`config.mk`:
```
export PLATFORM = sky130hd
export DESIGN_NAME = jtag_bitq_master
export DESIGN_NICKNAME = d
export VERILOG_FILES = /design/src/rtl/jtagq_pkg.sv /design/src/rtl/jtagq_ctrl.sv /design/src/rtl/jtagq_datapath.sv /design/src/rtl/jtag_bitq_master.sv
export SDC_FILE = /design/constraint.sdc
export NUM_CORES = 1
export LEC_CHECK = 0
export BUFFER_PORTS_ARGS = -buffer_cell sky130_fd_sc_hd__buf_4
export CORE_MARGIN = 3
export CORE_UTILIZATION = 46
export CTS_CLUSTER_SIZE = 14
export DETAILED_ROUTE_END_ITERATION = 10
export GPL_ROUTABILITY_DRIVEN = 0
export PLACE_DENSITY = 0.73
export SETUP_SLACK_MARGIN = 0.1
export SYNTH_ARGS = -nofsm -noshare
export SYNTH_HDL_FRONTEND = slang
export SYNTH_SLANG_ARGS = --single-unit
```
`constraint.sdc`:
```
create_clock -name clk -period 2.8 [get_ports clk]
set_clock_uncertainty 0.2 [all_clocks]
set_input_delay 0.28 -clock clk [delete_from_list [all_inputs] [get_ports clk]]
set_output_delay 0.28 -clock clk [all_outputs]
set_load 0.05 [all_outputs]
```
`src/rtl/jtagq_pkg.sv`:
```
package jtagq_pkg;
  // Per-cycle commands from the control FSM to the shift datapath.
  typedef struct packed {
    logic load;     // accept a new request
    logic shift;    // TCK falling edge: present next bit
    logic capture;  // TCK rising edge: sample TDO
  } dpStrobe_t;
endpackage

```
`src/rtl/jtagq_ctrl.sv`:
```
module jtagq_ctrl
  import jtagq_pkg::*;
#(
  parameter int DataWidth = 32,
  parameter int CntWidth  = $clog2(DataWidth + 1),
  parameter int DivWidth  = 8
) (
  input  logic                clk,
  input  logic                rstN,
  input  logic                startReq,
  input  logic [CntWidth-1:0] bitCount,
  input  logic [DivWidth-1:0] halfDiv,
  output dpStrobe_t           strobe,
  output logic                tck,
  output logic                busy,
  output logic                done
);
  localparam logic [CntWidth-1:0] MaxBits = CntWidth'(DataWidth);
  localparam logic [CntWidth-1:0] OneBit  = CntWidth'(1);
  localparam logic [DivWidth-1:0] MinHalf = DivWidth'(2);
  localparam logic [DivWidth-1:0] OneDiv  = DivWidth'(1);

  logic                busyQ, highQ, doneQ;
  logic [DivWidth-1:0] phaseCnt, halfQ, halfEff;
  logic [CntWidth-1:0] bitsLeft, countEff;
  logic                phaseEnd, lastBit;

  always_comb begin
    halfEff  = (halfDiv < MinHalf) ? MinHalf : halfDiv;
    if (bitCount == '0)          countEff = OneBit;
    else if (bitCount > MaxBits) countEff = MaxBits;
    else                         countEff = bitCount;
    phaseEnd = (phaseCnt == '0);
    lastBit  = (bitsLeft == OneBit);
  end

  always_comb begin
    strobe.load    = !busyQ && startReq;
    strobe.capture = busyQ && !highQ && phaseEnd;
    strobe.shift   = busyQ && highQ && phaseEnd && !lastBit;
  end

  always_ff @(posedge clk) begin
    if (!rstN) begin
      busyQ    <= 1'b0;
      highQ    <= 1'b0;
      doneQ    <= 1'b0;
      phaseCnt <= '0;
      halfQ    <= MinHalf;
      bitsLeft <= '0;
    end else begin
      doneQ <= busyQ && highQ && phaseEnd && lastBit;
      if (strobe.load) begin
        busyQ    <= 1'b1;
        highQ    <= 1'b0;
        phaseCnt <= halfEff - OneDiv;
        halfQ    <= halfEff;
        bitsLeft <= countEff;
      end else if (busyQ) begin
        if (phaseEnd) begin
          phaseCnt <= halfQ - OneDiv;
          if (!highQ) begin
            highQ <= 1'b1;
          end else begin
            highQ <= 1'b0;
            if (lastBit) busyQ <= 1'b0;
            else         bitsLeft <= bitsLeft - OneBit;
          end
        end else begin
          phaseCnt <= phaseCnt - OneDiv;
        end
      end
    end
  end

  assign tck  = highQ;
  assign busy = busyQ;
  assign done = doneQ;
endmodule

```
`src/rtl/jtagq_datapath.sv`:
```
module jtagq_datapath
  import jtagq_pkg::*;
#(
  parameter int DataWidth = 32,
  parameter int IdxWidth  = $clog2(DataWidth)
) (
  input  logic                 clk,
  input  logic                 rstN,
  input  dpStrobe_t            strobe,
  input  logic [DataWidth-1:0] tmsWord,
  input  logic [DataWidth-1:0] tdiWord,
  input  logic                 tdoIn,
  output logic                 tms,
  output logic                 tdi,
  output logic [DataWidth-1:0] tdoWord
);
  logic [DataWidth-1:0] tmsSh, tdiSh, tdoQ;
  logic [IdxWidth-1:0]  capIdx;
  logic                 tmsQ, tdiQ;

  always_ff @(posedge clk) begin
    if (!rstN) begin
      tmsSh  <= '0;
      tdiSh  <= '0;
      tdoQ   <= '0;
      capIdx <= '0;
      tmsQ   <= 1'b0;
      tdiQ   <= 1'b0;
    end else if (strobe.load) begin
      tmsQ   <= tmsWord[0];
      tdiQ   <= tdiWord[0];
      tmsSh  <= tmsWord >> 1;
      tdiSh  <= tdiWord >> 1;
      tdoQ   <= '0;
      capIdx <= '0;
    end else begin
      if (strobe.shift) begin
        tmsQ  <= tmsSh[0];
        tdiQ  <= tdiSh[0];
        tmsSh <= tmsSh >> 1;
        tdiSh <= tdiSh >> 1;
      end
      if (strobe.capture) begin
        tdoQ[capIdx] <= tdoIn;
        capIdx       <= capIdx + IdxWidth'(1);
      end
    end
  end

  assign tms     = tmsQ;
  assign tdi     = tdiQ;
  assign tdoWord = tdoQ;
endmodule

```
`src/rtl/jtag_bitq_master.sv`:
```
module jtag_bitq_master
  import jtagq_pkg::*;
#(
  parameter int DataWidth = 32,
  parameter int DivWidth  = 8,
  localparam int CntWidth = $clog2(DataWidth + 1)
) (
  input  logic                 clk,
  input  logic                 rstN,
  input  logic                 startReq,
  input  logic [DataWidth-1:0] tmsWord,
  input  logic [DataWidth-1:0] tdiWord,
  input  logic [CntWidth-1:0]  bitCount,
  input  logic [DivWidth-1:0]  halfDiv,
  input  logic                 tdoIn,
  output logic                 tck,
  output logic                 tms,
  output logic                 tdi,
  output logic [DataWidth-1:0] tdoWord,
  output logic                 done
);
  dpStrobe_t strobeW;
  logic      busyW;

  jtagq_ctrl #(
    .DataWidth(DataWidth), .CntWidth(CntWidth), .DivWidth(DivWidth)
  ) u_ctrl (
    .clk(clk), .rstN(rstN), .startReq(startReq), .bitCount(bitCount),
    .halfDiv(halfDiv), .strobe(strobeW), .tck(tck), .busy(busyW), .done(done)
  );

  jtagq_datapath #(
    .DataWidth(DataWidth)
  ) u_dp (
    .clk(clk), .rstN(rstN), .strobe(strobeW), .tmsWord(tmsWord),
    .tdiWord(tdiWord), .tdoIn(tdoIn), .tms(tms), .tdi(tdi), .tdoWord(tdoWord)
  );
endmodule

```
Yosys cells after proc, flatten, opt, wreduce, memory -nomap -nowiden:

Index checks and enable logic that the tools add are counted.

* flip-flop bits (word level): 126
* output and inout port bits: 36
* word-level logic and storage cells: 72

* add/sub/neg operators: 5
* order comparisons: 4
* eq/ne operators: 2
* muxes and demuxes: 28
* bitwise gates (word level): 1
* reductions and logical operators: 20

Operator list (count)
* $mux W31: 4
* $mux W6: 7
* $bwmux W32: 1
* $mux W8: 4
* $sub A8 B1 Y8 const B: 3
* $mux W1: 11
* $logic_and A1 B1 Y1: 8
* $logic_not A8 Y1: 1
* $lt A8 B2 Y1 const B: 1
* $reduce_bool A2 Y1: 4
* $eq A6 B1 Y1 const B: 1
* $gt A6 B6 Y1 const B: 1
* $logic_not A6 Y1: 1
* $lt A5 B6 Y1 const B: 1
* $sub A6 B1 Y6 const B: 1
* $add A5 B1 Y5 const B: 1
* $demux W1 S5: 1
* $ge A5 B1 Y1 const B: 1
* $reduce_and A4 Y1: 1
* $logic_not A1 Y1: 3
* $ne A2 B2 Y1 const B: 1
* $reduce_and A2 Y1: 1
* $reduce_or A2 Y1: 1
* $not A1 Y1: 1

Longest topological paths before layout:

Gate-level depths: netlist of run 1.

* depth in word-level cells: 6
* mapped depth: 9
* depth with buffers taken out: 8

By module:

Synthesis of run 1 repeated with hierarchy kept, for this count alone.

* cell total of the unflattened synthesis: 697
* area total of the unflattened synthesis: 6095.8 um^2

Modules (own cells, without submodules)
* jtagq_datapath: instances 1, cells each 529, area each 4730.8 um^2
* jtagq_ctrl: instances 1, cells each 168, area each 1365.1 um^2

Least setup slack after synthesis of run 1:

OpenSTA, ideal clock, no wires.

* path type: in2reg
* start point: in halfDiv[5]
* end point: reg u_ctrl.phaseCnt[4]
* setup time: 0.131 ns
* arrival: 1.912 ns
* data required time: 2.469 ns
* setup slack: 0.557 ns
* stages on the path: 8
* path through: or4_1 o211ai_1 o21ai_0 inv_1 ha_1 nor3b_1 xnor2_1 a21oi_1

* cells in the longest elaborated chain, start to end: 4

Ends and longest elaborated chain
* start, declared: RTL line jtag_bitq_master.sv:14 `input logic [DivWidth-1:0] halfDiv,`
* $lt A8 B2 Y1: RTL line jtagq_ctrl.sv:29 `halfEff = (halfDiv < MinHalf) ? MinHalf : halfDiv;`
* $mux W8: RTL line jtagq_ctrl.sv:29
* $sub A8 B1 Y8: RTL line jtagq_ctrl.sv:56 `phaseCnt <= halfEff - OneDiv;`
* $mux W8: RTL line jtagq_ctrl.sv:53 `if (strobe.load) begin`
* end signal, assigned: RTL line jtagq_ctrl.sv:56
* end signal, assigned: RTL line jtagq_ctrl.sv:61 `phaseCnt <= halfQ - OneDiv;`
* end signal, assigned: RTL line jtagq_ctrl.sv:70 `phaseCnt <= phaseCnt - OneDiv;`
* end, declared: RTL line jtagq_ctrl.sv:24 `logic [DivWidth-1:0] phaseCnt, halfQ, halfEff;`

Every way passes these cells.
A chain may end at the register's enable or synchronous reset.

Final worst setup path of run 1:

* start point: in halfDiv[2]
* end point: reg u_ctrl.phaseCnt[4]

* cells in the longest elaborated chain, start to end: 4

Ends and longest elaborated chain (RTL line)
* $lt A8 B2 Y1: jtagq_ctrl.sv:29
* $mux W8 (*): jtagq_ctrl.sv:29
* $sub A8 B1 Y8 (*): jtagq_ctrl.sv:56
* $mux W8 (*): jtagq_ctrl.sv:53

Every way passes the cells marked *; elsewhere a longest branch is shown, timed or not.

==> summary.txt, run 1 <==
Status - complete, no violations
Synthesis-to-layout area growth - 33.7%
Req. time, crit path - 2.89 ns
Seq/Total Area, Yosys - 42.2%
Slew headroom - 35.4%
Max layer used - met4
CTS tree - done
Final #Nets - 926
DR pass1 iterations - 5
Number of library cell types mapped by synthesis - 45
PD cells - 611 nW/um^2
Fin. Hold Viols - 0
First-pass GRT wire length - 24000 um
Synth cell count leaders - nand2_1, dfxtp_1, nor2_1
Max Cap Violations - 0
Syn nets - 792
Syn. warnings - 0
Initial antenna violation count - 0
Die width - 120 um
CTS H-tree lvls - 4
Final setup vio count - 0
M1 WL - 6490 um
Synth Cell Area - 5980 sq um
Placement Rows - 41
#FFs+latches synth - 126
Worst VDD drop - 0.407 mV
GRT Util Overall - 20.3%
Detail Route met3 WL - 777 um
Root Buffer - clkbuf_16
Clock edge transition at the registers on the reported setup and hold paths - 0.06 ns
IO buf count - 117
F_max - 387 MHz
Share of cells above drive strength 1 - 24.3%
Final core occ - 63.1%
Buffers & Inverters on Critical Path - 3
Synth Instances - 703
Vias in the first global route - 5208
Via Count - 5446
Launch point of the worst reg-to-reg path - u_ctrl.busy$_SDFF_PN0_
Async S/R FF share, synth - 0%
Clock sink total - 126
Worst-skew pair later-pin latency - 0.41 ns
Largest net degree at the start of global routing - 88
Tightest Pin Transition - 0.968 ns
Setup WS pre-CTS - 0.235 ns
Top FF cell, synth - dfxtp_1
Area contributors post-synth - dfxtp_1, nand2_1, a311oi_2
CTS Buffer Depth - 2
IO Pins - 118
Share of the synthesized area in the top cell type - 42.2%
Setup_tns - 0 ns
Crit Path Class - in -> reg
Crit share post-route - 92.2%
Initial Util - 47.2%
Crit-path leading delay family - buffers and inverters
Total wire length - 14700 um
Syn avg cell area - 8.51 sq um
Critical path, cell by cell - dlygate4sd3_1 > buf_4 > or4_1 > o211ai_1 > o21ai_1 > inv_1 > ha_1 > nor3b_1 > xnor2_1 > a21oi_1
Hold Crit Class - in -> reg
Via/cell ratio - 5.33
Unrepaired setup endpoints after global routing - no
Worst path arrival time - 2.67 ns
Core Area - 12700 sq um
ANT nets after route - 0
Final min period - 2.58 ns
Final setup margin - 0.218 ns
DRC viols - 0
Total CTS buffers - 17
Critical Path End Type - flip-flop
Post-DP HPWL - 9180 um
DR WL met2 - 7280 um
CP max stage delay - 0.54 ns
Filler instances - 1051
Max-slew violation count - 0
Highest-delay cell along the critical path - dlygate4sd3_1
Most frequent cell after synthesis - nand2_1
DIE HEIGHT - 120 um
CP startpoint - halfDiv[2]
CP startpoint kind - input port
Wirelength per Cell - 14.4 um
Iteration-0 DRC Markers - 422
Hold path start - tmsWord[17]
Reg2reg setup slack - 0.35 ns
Crit-path max FO - 4
Synth area leader - dfxtp_1
Die Area - 14400 sq um
Post-synth EDFFs - 0
# diodes - 0
Static leakage - 3.31 nW
GRT overflow - 0
==> placed cells by master, fill, tap and decap left out, types with 3 or more instances in the layout <==
| cell | n |
|---|---|
| clkinv_2 | 3 |
| inv_1 | 10 |
| a21oi_1 | 14 |
| mux2i_1 | 34 |
| a21boi_0 | 6 |
| buf_4 | 123 |
| o211ai_1 | 4 |
| nor4_1 | 3 |
| nor3b_1 | 5 |
| bufinv_16 | 4 |
| a311oi_2 | 40 |
| nand2_1 | 175 |
| nor3_1 | 6 |
| nor2_1 | 110 |
| dfxtp_1 | 126 |
| nor2b_1 | 4 |
| ha_1 | 7 |
| o21ai_0 | 13 |
| clkbuf_16 | 17 |
| xnor2_1 | 10 |
| and2_1 | 5 |
| clkinvlp_4 | 3 |
| o211a_1 | 6 |
| dlygate4sd3_1 | 47 |
| buf_12 | 3 |
| xor2_1 | 3 |
| a311oi_1 | 24 |
| nand3_1 | 13 |
==> routing by layer <==
| layer | GRT usage [%] | up-vias |
|---|---|---|
| li1 | - | 2683 |
| met1 | 25.6 | 2594 |
| met2 | 34.4 | 153 |
| met3 | 4.62 | 16 |
| met4 | 6.73 | 0 |
| met5 | 0 | - |
==> power by group <==
| group | switching (mW) | leakage (nW) | internal (mW) |
|---|---|---|---|
| sequential | 0.0774 | 1.03 | 1.90 |
| clock | 0.778 | 0.292 | 1.50 |
| combinational | 0.326 | 1.98 | 0.302 |
==> cell type report <==
class	count	area (sq um)	area share [%]
inverters	11	41.3	0.516
clock inverters	11	166	2.08
well taps	172	215	2.69
clock buffers	20	447	5.58
repair buffers	173	1450	18.2
flip-flops and latches	126	2520	31.5
multi-input cells	508	3150	39.4
==> per-stage QoR <==
stage               power [mW]  instance area (sq um)  instances  hold slack, ns
CTS                       4.91                   7990       1020         0.00124
finish                    4.89                   8000       1021         0.00547
global placement          2.56                   6910        942           0.246
detailed placement        2.58                   6910        942           0.251
global route              5.07                   8000       1021         0.00525
floorplan                 2.39                   5980        703           0.216
==> path summary, 6_finish.rpt <==
check                                    endpoint  depth (start not counted)
setup / recovery  u_ctrl.phaseCnt[4]$_SDFFE_PN0P_                         10
hold reg to reg      u_ctrl.halfQ[7]$_SDFFE_PN0P_                          2
setup reg to reg  u_ctrl.phaseCnt[4]$_SDFFE_PN0P_                          8
hold / removal        u_dp.tmsSh[16]$_SDFFE_PN0P_                          3
==> state kept, by name, summed over array words and instances (netlist names) <==
signal	count
u_dp.tdoWord	32
u_dp.tdiSh	31
u_ctrl.done	1
u_dp.tmsSh	31
u_dp.capIdx	5
u_ctrl.phaseCnt	8
u_dp.tms	1
u_dp.tdi	1
u_ctrl.tck	1
u_ctrl.bitsLeft	6
u_ctrl.halfQ	8
u_ctrl.busy	1
==> worst min-delay path: cells and delay by family <==
| family | cells | cell delay, ns |
|---|---|---|
| AND/OR/NAND/NOR | 1 | 0.12 |
| buffers and inverters | 1 | 0.11 |
| AO/OA/AOI/OAI | 1 | 0.06 |
==> what timing repair did <==
item	4_1_cts	5_1_grt
hold buffers	47	0
buffers inserted	0	1
resized for setup	0	1
endpoints found under the setup margin	0	1
endpoints found under the hold margin	47	0
==> kinds of logic (layout without fill, tap and decap cells) <==
group,count (synthesis),after routing,share of synthesized area (%)
XOR/XNOR,13,13,1.90
buffers and inverters,69,215,5.27
adder cells (fa/ha/maj),7,7,1.46
multiplexers,34,34,5.69
flip-flops,126,126,42.2
AND/OR/NAND/NOR,339,339,24.3
AO/OA/AOI/OAI,115,115,19.2
(Power assumes the default switching activity.)
==> inputs of run 2 (changes only) <==
--- a/config.mk
+++ b/config.mk
@@ -11,7 +11,7 @@
 export CTS_CLUSTER_SIZE = 14
 export DETAILED_ROUTE_END_ITERATION = 10
 export GPL_ROUTABILITY_DRIVEN = 0
-export PLACE_DENSITY = 0.73
+export PLACE_DENSITY_LB_ADDON = 0.1
 export SETUP_SLACK_MARGIN = 0.1
 export SYNTH_ARGS = -nofsm -noshare
 export SYNTH_HDL_FRONTEND = slang
==> constraint.sdc (replaced) <==
create_clock -name clk -period 2.6 [get_ports clk]
set_clock_uncertainty 0.2 [all_clocks]
set_input_delay 0.26 -clock clk [delete_from_list [all_inputs] [get_ports clk]]
set_output_delay 0.26 -clock clk [all_outputs]
set_load 0.1 [all_outputs]
==> run 2 against run 1 <==
Sequential power up 7%. First-iteration DRC count fell by 7.8%. Final cell count increased by 2.9%. Core utilization rose by 2.6 points. Sequential share of layout area decreased by 1.2 points. Sequential cell count is the same. Routed wire length increased by 3.7%. Global-route usage up 1.5 points. Cell area up 4.1%. Combinational power grew 17%. Count of clock-buffer cells in the layout rose by 8.
==> summary.txt, run 2 (synthesis gave the netlist of run 1 again) <==
Final setup vio count - 0 (unchanged)
# diodes - 0 (unchanged)
Worst path arrival time - 2.45 ns (-0.22 ns)
Post-route design area - 8330 sq um (+4.1%)
Placement Rows - 41 (unchanged)
Crit Path Class - in -> reg
Iteration-0 DRC Markers - 389 (-7.8%)
Worst VDD drop - 0.546 mV (+34%)
Req. time, crit path - 2.70 ns (-0.19 ns)
Hold path start - tmsWord[22]
PD cells - 648 nW/um^2 (+6.1%)
ANT nets after route - 0 (unchanged)
Hold path cells - 3 (unchanged)
Leading cell type in the layout, fill and taps excluded - nand2_1
Worst-skew pair later-pin latency - 0.42 ns (about the same)
GRT overflow - 0 (unchanged)
Total CTS buffers - 17 (unchanged)
Setup Fix Bufs, Post-CTS - 0 (unchanged)
Path depth of the worst reg2reg path - 7 (-1)
Worst r2r dst - u_ctrl.bitsLeft[2]$_SDFFE_PN0P_
DR pass1 iterations - 4 (-1)
Final #Nets - 955 (+3.1%)
F_max - 425 MHz
Fin. Hold Viols - 0 (unchanged)
GRT Util Overall - 21.8% (+1.5 points)
Reg2reg setup slack - 0.28 ns (-0.07 ns)
Final core occ - 65.7% (+2.6 points)
Die Area - 14400 sq um (unchanged)
Launch point of the worst reg-to-reg path - u_ctrl.phaseCnt[1]$_SDFFE_PN0P_
Static leakage - 3.46 nW (+4.8%)
Root Buffer - clkbuf_16
Die width - 120 um (unchanged)
Via/cell ratio - 5.18 (-2.9%)
Initial antenna violation count - 0 (unchanged)
Hold EP - u_dp.tmsSh[21]$_SDFFE_PN0P_
Post-DP HPWL - 9160 um (-0.17%)
Clock sink total - 126 (unchanged)
DIE HEIGHT - 120 um (unchanged)
Unrepaired setup endpoints after global routing - no
First-pass GRT wire length - 25300 um (+5.5%)
Final Power - 5.40 mW (+10%)
Final min period - 2.35 ns
Dpl cell area - 6950 sq um (+0.62%)
Max reg flops - 32 (unchanged)
Setup_tns - 0 ns (unchanged)
Largest net degree at the start of global routing - 104 (+18%)
Crit-path max FO - 4 (unchanged)
Critical Path End Type - flip-flop
CTS H-tree lvls - 4 (unchanged)
Via Count - 5443 (-0.055%)
Status - complete, no violations
Slew headroom - 50.7% (+15 points)
Hold Crit Class - in -> reg
IO Pins - 118 (unchanged)
Crit share post-route - 90.4%
CP startpoint kind - input port
DRC viols - 0 (unchanged)
Vias in the first global route - 5339 (+2.5%)
Share of cells above drive strength 1 - 23.9% (-0.37 points)
CTS Buffer Depth - 2 (unchanged)
Wirelength per Cell - 14.5 um (+0.72%)
Max Cap Violations - 0 (unchanged)
Synthesis-to-layout area growth - 39.2%
Initial Util - 47.2% (unchanged)
Total wire length - 15300 um (+3.7%)
Tightest Pin Transition - 0.738 ns (-0.231 ns)
Core Area - 12700 sq um (unchanged)
Max-slew violation count - 0 (unchanged)
CTS tree - done
Clock edge transition at the registers on the reported setup and hold paths - 0.05 ns (about the same)
IO buf count - 117 (unchanged)
Commonest non-fill, non-tap cells in the layout - nand2_1, dfxtp_1, buf_4
## run 2: cell types whose count changed in the layout (fill, tap and decap cells not counted), sizes merged
| cell | delta |
|---|---|
| clkinv | -3 |
| clkinvlp | -3 |
| dlygate4sd3 | +26 |
| clkbuf | +8 |
| buf | +3 |
| bufinv | -1 |
## run 2: critical path: stages
cell           delay [ns]
dlygate4sd3_1        0.53
buf_4                0.13
or3_1                0.38
o211ai_1             0.26
o21ai_1              0.16
inv_1                0.08
ha_1                 0.22
nor3b_2              0.21
xnor2_1              0.14
a21oi_1              0.08
## run 2: worst max-delay path by stage
stage	from	end	slack [ns]	cells after the start
after floorplan	u_ctrl.tck$_SDFFE_PP0P_	u_ctrl.bitsLeft[2]$_SDFFE_PN0P_	0.20	6
after global placement	halfDiv[5]	u_ctrl.phaseCnt[4]$_SDFFE_PN0P_	0.15	9
after detailed placement	halfDiv[5]	u_ctrl.phaseCnt[4]$_SDFFE_PN0P_	0.09	9
after CTS	halfDiv[7]	u_ctrl.phaseCnt[4]$_SDFFE_PN0P_	0.16	10
after global routing	halfDiv[7]	u_ctrl.phaseCnt[4]$_SDFFE_PN0P_	0.13	10
final	halfDiv[7]	u_ctrl.phaseCnt[4]$_SDFFE_PN0P_	0.25	10
## run 2: per-layer routing
metal	up-vias	share of wire (%)	wire length (um)	global-route usage, %
li1	2752	-	-	-
met1	2539	45	6890	27.1
met2	134	48	7290	35.2
met3	18	5.5	834	7.35
met4	0	1.7	265	8.23
met5	-	0	0	0
## run 2: power breakdown
group	total (mW)	switching (mW)	internal (mW)	leakage, nW
Clock	2.54	0.829	1.71	0.317
Sequential	2.12	0.0780	2.05	1.03
Combinational	0.734	0.375	0.359	2.11
Total	5.40	1.28	4.12	3.46
## run 2: through the flow
| stage | hold WS [ns] | setup WS (ns) | instances |
|---|---|---|---|
| floorplan | 0.196 | 0.203 | 703 |
| global placement | 0.251 | 0.148 | 946 |
| detailed placement | 0.258 | 0.0938 | 946 |
| CTS | 0.00210 | 0.162 | 1051 |
| global route | 0.0180 | 0.127 | 1051 |
| finish | 0.0194 | 0.249 | 1051 |
## run 2: what timing repair did
item                       4_1_cts  5_1_grt
hold endpoints to repair        83        0
hold buffers                    73        0
resized for setup                0        2
setup endpoints to repair        0        1
## run 2: cell type report
cell class / count / area (sq um)
clock buffers: 28 / 547
clock inverters: 4 / 95.1
fillers: 1001 / 4340
inverters: 11 / 41.3
multi-input cells: 508 / 3160
flip-flops and latches: 126 / 2520
well taps: 172 / 215
repair buffers: 202 / 1750
==> inputs of run 3 (changes only) <==
--- a/config.mk
+++ b/config.mk
@@ -8,6 +8,7 @@
 export BUFFER_PORTS_ARGS = -buffer_cell sky130_fd_sc_hd__buf_4
 export CORE_MARGIN = 3
 export CORE_UTILIZATION = 46
+export CTS_CLUSTER_DIAMETER = 100
 export CTS_CLUSTER_SIZE = 14
 export DETAILED_ROUTE_END_ITERATION = 10
 export GPL_ROUTABILITY_DRIVEN = 0
@@ -15,4 +16,5 @@
 export SETUP_SLACK_MARGIN = 0.1
 export SYNTH_ARGS = -nofsm -noshare
 export SYNTH_HDL_FRONTEND = slang
+export SYNTH_HIERARCHICAL = 1
 export SYNTH_SLANG_ARGS = --single-unit
==> run 3 against run 2 <==
Power is 6.9% lower. Largest cell class unchanged. Routed wire length is 7.0% lower. Synthesized area is 1.9% higher. Critical path type is now reg -> reg. Worst hold slack better by 0.0096 ns. Sequential share of layout area is 0.30 points lower. Global-route usage is 2.0 points lower. Largest power group unchanged. Highest routed layer unchanged. Cell area is 1.0% higher.
==> summary.txt, run 3 <==
Synth Instances - 697 (-0.85%)
Max-slew violation count - 0 (unchanged)
Final core occ - 65.9% (+0.15 points)
Die Area - 14700 sq um (+1.8%)
Combinational fraction of design power - 13.5% (about the same)
IO Pins - 118 (unchanged)
Reg2reg setup slack - 0.18 ns (-0.10 ns)
Vias in the first global route - 5058 (-5.3%)
Area contributors post-synth - dfxtp_1, mux2i_1, nand2_1
CTS H-tree lvls - 4 (unchanged)
Via Count - 5216 (-4.2%)
Placement Rows - 41 (unchanged)
Syn avg cell area - 8.75 sq um (+2.8%)
CP startpoint kind - flip-flop
Pint - 3.84 mW (-6.7%)
Die width - 121 um (+0.89%)
Synthesis-to-layout area growth - 38.0%
GRT overflow - 0 (unchanged)
First-pass GRT wire length - 23400 um (-7.6%)
Clock power share - 44.9% (-2.2 points)
IO buf count - 117 (unchanged)
Synth Cell Area - 6100 sq um (+1.9%)
Tightest Pin Transition - 0.570 ns (-0.168 ns)
Initial Util - 47.7% (+0.50 points)
Clock sink total - 126 (unchanged)
Root Buffer - clkbuf_16
Final min period - 2.42 ns (+0.0673 ns)
Worst-skew pair later-pin latency - 0.41 ns (about the same)
Synth area leader - dfxtp_1
Final #Nets - 968 (+1.4%)
Post-DP HPWL - 9140 um (-0.27%)
Worst path arrival time - 2.55 ns (+0.10 ns)
Crit-path max FO - 6 (+2)
Worst VDD drop - 0.388 mV (-29%)
Fin Hold WS - 0.0290 ns (+0.00956 ns)
Iteration-0 DRC Markers - 346 (-11%)
Initial antenna violation count - 0 (unchanged)
Critical Path End Type - flip-flop
Crit share post-route - 93.0% (+2.6 points)
Filler instances - 1036 (+3.5%)
Psw - 1.18 mW (-7.6%)
Fin. Hold Viols - 0 (unchanged)
Top FF cell, synth - dfxtp_1
Total CTS buffers - 17 (unchanged)
Reg area - 2520 sq um (about the same)
DR pass1 iterations - 4 (unchanged)
CP endpoint - u_ctrl/phaseCnt[7]$_SDFFE_PN0P_
Syn. warnings - 6 (+6)
Syn nets - 787 (-0.63%)
Total wire length - 14200 um (-7.0%)
Post-synth EDFFs - 0 (unchanged)
Setup_tns - 0 ns (unchanged)
Number of library cell types mapped by synthesis - 50 (+11%)
Sw frac - 23.6% (-0.18 points)
Max Cap Violations - 0 (unchanged)
Synth cell count leaders - nand2_1, dfxtp_1, mux2i_1
Launch point of the worst reg-to-reg path - u_ctrl/phaseCnt[6]$_SDFFE_PN0P_
Hold Crit Class - in -> reg
Req. time, crit path - 2.73 ns (+0.03 ns)
Core Area - 12800 sq um (+0.81%)
Share of the synthesized area in the top cell type - 41.4% (-0.78 points)
CP startpoint - u_ctrl/phaseCnt[6]$_SDFFE_PN0P_
Slew headroom - 62.0% (+11 points)
# diodes - 0 (unchanged)
Clock edge transition at the registers on the reported setup and hold paths - 0.05 ns (about the same)
Max reg flops - 32 (unchanged)
#FFs+latches synth - 126 (unchanged)
Share of cells above drive strength 1 - 20.5% (-3.4 points)
CTS Buffer Depth - 2 (unchanged)
Static leakage - 3.49 nW (+0.70%)
Commonest non-fill, non-tap cells in the layout - nand2_1, buf_4, dfxtp_1
Crit Path Class - reg -> reg
Seq/Total Area, Yosys - 41.4% (-0.78 points)
PD cells - 597 nW/um^2 (-7.9%)
Wirelength per Cell - 13.4 um (-8.0%)
Final setup vio count - 0 (unchanged)
Most frequent cell after synthesis - nand2_1
Leading cell type in the layout, fill and taps excluded - nand2_1
Unrepaired setup endpoints after global routing - no
CTS tree - done
Async S/R FF share, synth - 0% (unchanged)
F_max - 414 MHz (-2.8%)
Via/cell ratio - 4.91 (-5.3%)
DRC viols - 0 (unchanged)
Status - complete, no violations
Path depth of the worst reg2reg path - 7 (unchanged)
Part of the power in registers - 41.6% (+2.2 points)
GRT Util Overall - 19.8% (-2.0 points)
Largest net degree at the start of global routing - 137 (+32%)
ANT nets after route - 0 (unchanged)
Area of the multi-input gates - 3230 sq um (+2.4%)
Worst r2r dst - u_ctrl/phaseCnt[7]$_SDFFE_PN0P_
DIE HEIGHT - 121 um (+0.89%)
-- run 3: changes by cell type after synthesis, moves of 6 or more --
cell,change
nor2_1,-89
and2_1,+62
mux2i_1,+62
o21ai_0,+59
a311oi_2,-40
nand2_1,-27
a311oi_1,-23
clkbuf_1,-21
nand3_1,-8
a21boi_0,-6
buf_8,+6
o211a_1,-6
-- run 3: cell type report --
cell class	count	area share, %
multi-input cells	512	38.4
flip-flops and latches	126	30.0
repair buffers	212	21.7
clock buffers	27	6.22
well taps	172	2.56
clock inverters	5	0.625
inverters	9	0.431
-- run 3: cells by family (layout without fill, tap and decap cells) --
group / after synthesis / after routing / synth area share (%)
AND/OR/NAND/NOR: 285 / 285 / 23.3
flip-flops: 126 / 126 / 41.4
AO/OA/AOI/OAI: 111 / 111 / 10.3
multiplexers: 96 / 96 / 15.8
buffers and inverters: 59 / 253 / 5.83
XOR/XNOR: 12 / 12 / 1.72
adder cells (fa/ha/maj): 8 / 8 / 1.64
-- run 3: worst max-delay path, stage by stage (launching register included) --
cell and delay [ns]:
dfxtp_1 0.45, nor4_4 0.10, nand2_2 0.09, buf_4 0.16, o211ai_1 0.14, or4_4 0.51, or4_1 0.52, a31oi_1 0.18
-- run 3: layer usage --
| metal | GRT usage (%) | vias up | share of wire [%] |
|---|---|---|---|
| met1 | 25.4 | 2353 | 46 |
| met3 | 4.94 | 29 | 4.6 |
| li1 | - | 2710 | - |
| met5 | 0 | - | 0 |
| met2 | 31.5 | 124 | 47 |
| met4 | 9.07 | 0 | 2.3 |
-- run 3: power by group through the flow --
stage	Sequential, mW	Combinational [mW]	Clock [mW]
after floorplan	2.13	0.365	0
after global placement	2.12	0.562	0
after detailed placement	2.13	0.574	0
after CTS	2.09	0.665	2.32
after global routing	2.10	0.750	2.40
final	2.09	0.678	2.25
-- run 3: how the worst min path moves through the flow --
stage	end	depth (start not counted)	slack, ns	start
final	u_ctrl/halfQ[0]$_SDFFE_PN0P_	3	0.03	halfDiv[1]
after global routing	u_ctrl/halfQ[0]$_SDFFE_PN0P_	3	0.02	halfDiv[1]
after CTS	u_ctrl/halfQ[0]$_SDFFE_PN0P_	3	0.01	halfDiv[1]
after detailed placement	u_dp/tdoWord[3]$_SDFFE_PP0P_	2	0.25	u_dp/tdoWord[3]$_SDFFE_PP0P_
after global placement	u_dp/tdoWord[30]$_SDFFE_PP0P_	2	0.25	u_dp/tdoWord[30]$_SDFFE_PP0P_
after floorplan	u_ctrl/halfQ[6]$_SDFFE_PN0P_	2	0.21	halfDiv[6]
-- run 3: repair_timing --
item	4_1_cts	5_1_grt
gates resized for setup	0	2
endpoints found under the setup margin	0	47
setup buffers	0	1
endpoints found under the hold margin	75	0
hold buffers	75	0
-- run 3: through the flow --
stage	cell area, sq um	instances	power (mW)	setup WS [ns]
6_report	8410	1063	5.02	0.182
4_1_cts	8400	1062	5.07	0.120
3_5_place_dp	7070	955	2.70	0.113
3_3_place_gp	7070	955	2.69	0.178
5_1_grt	8410	1063	5.26	0.101
2_1_floorplan	6100	697	2.49	0.275
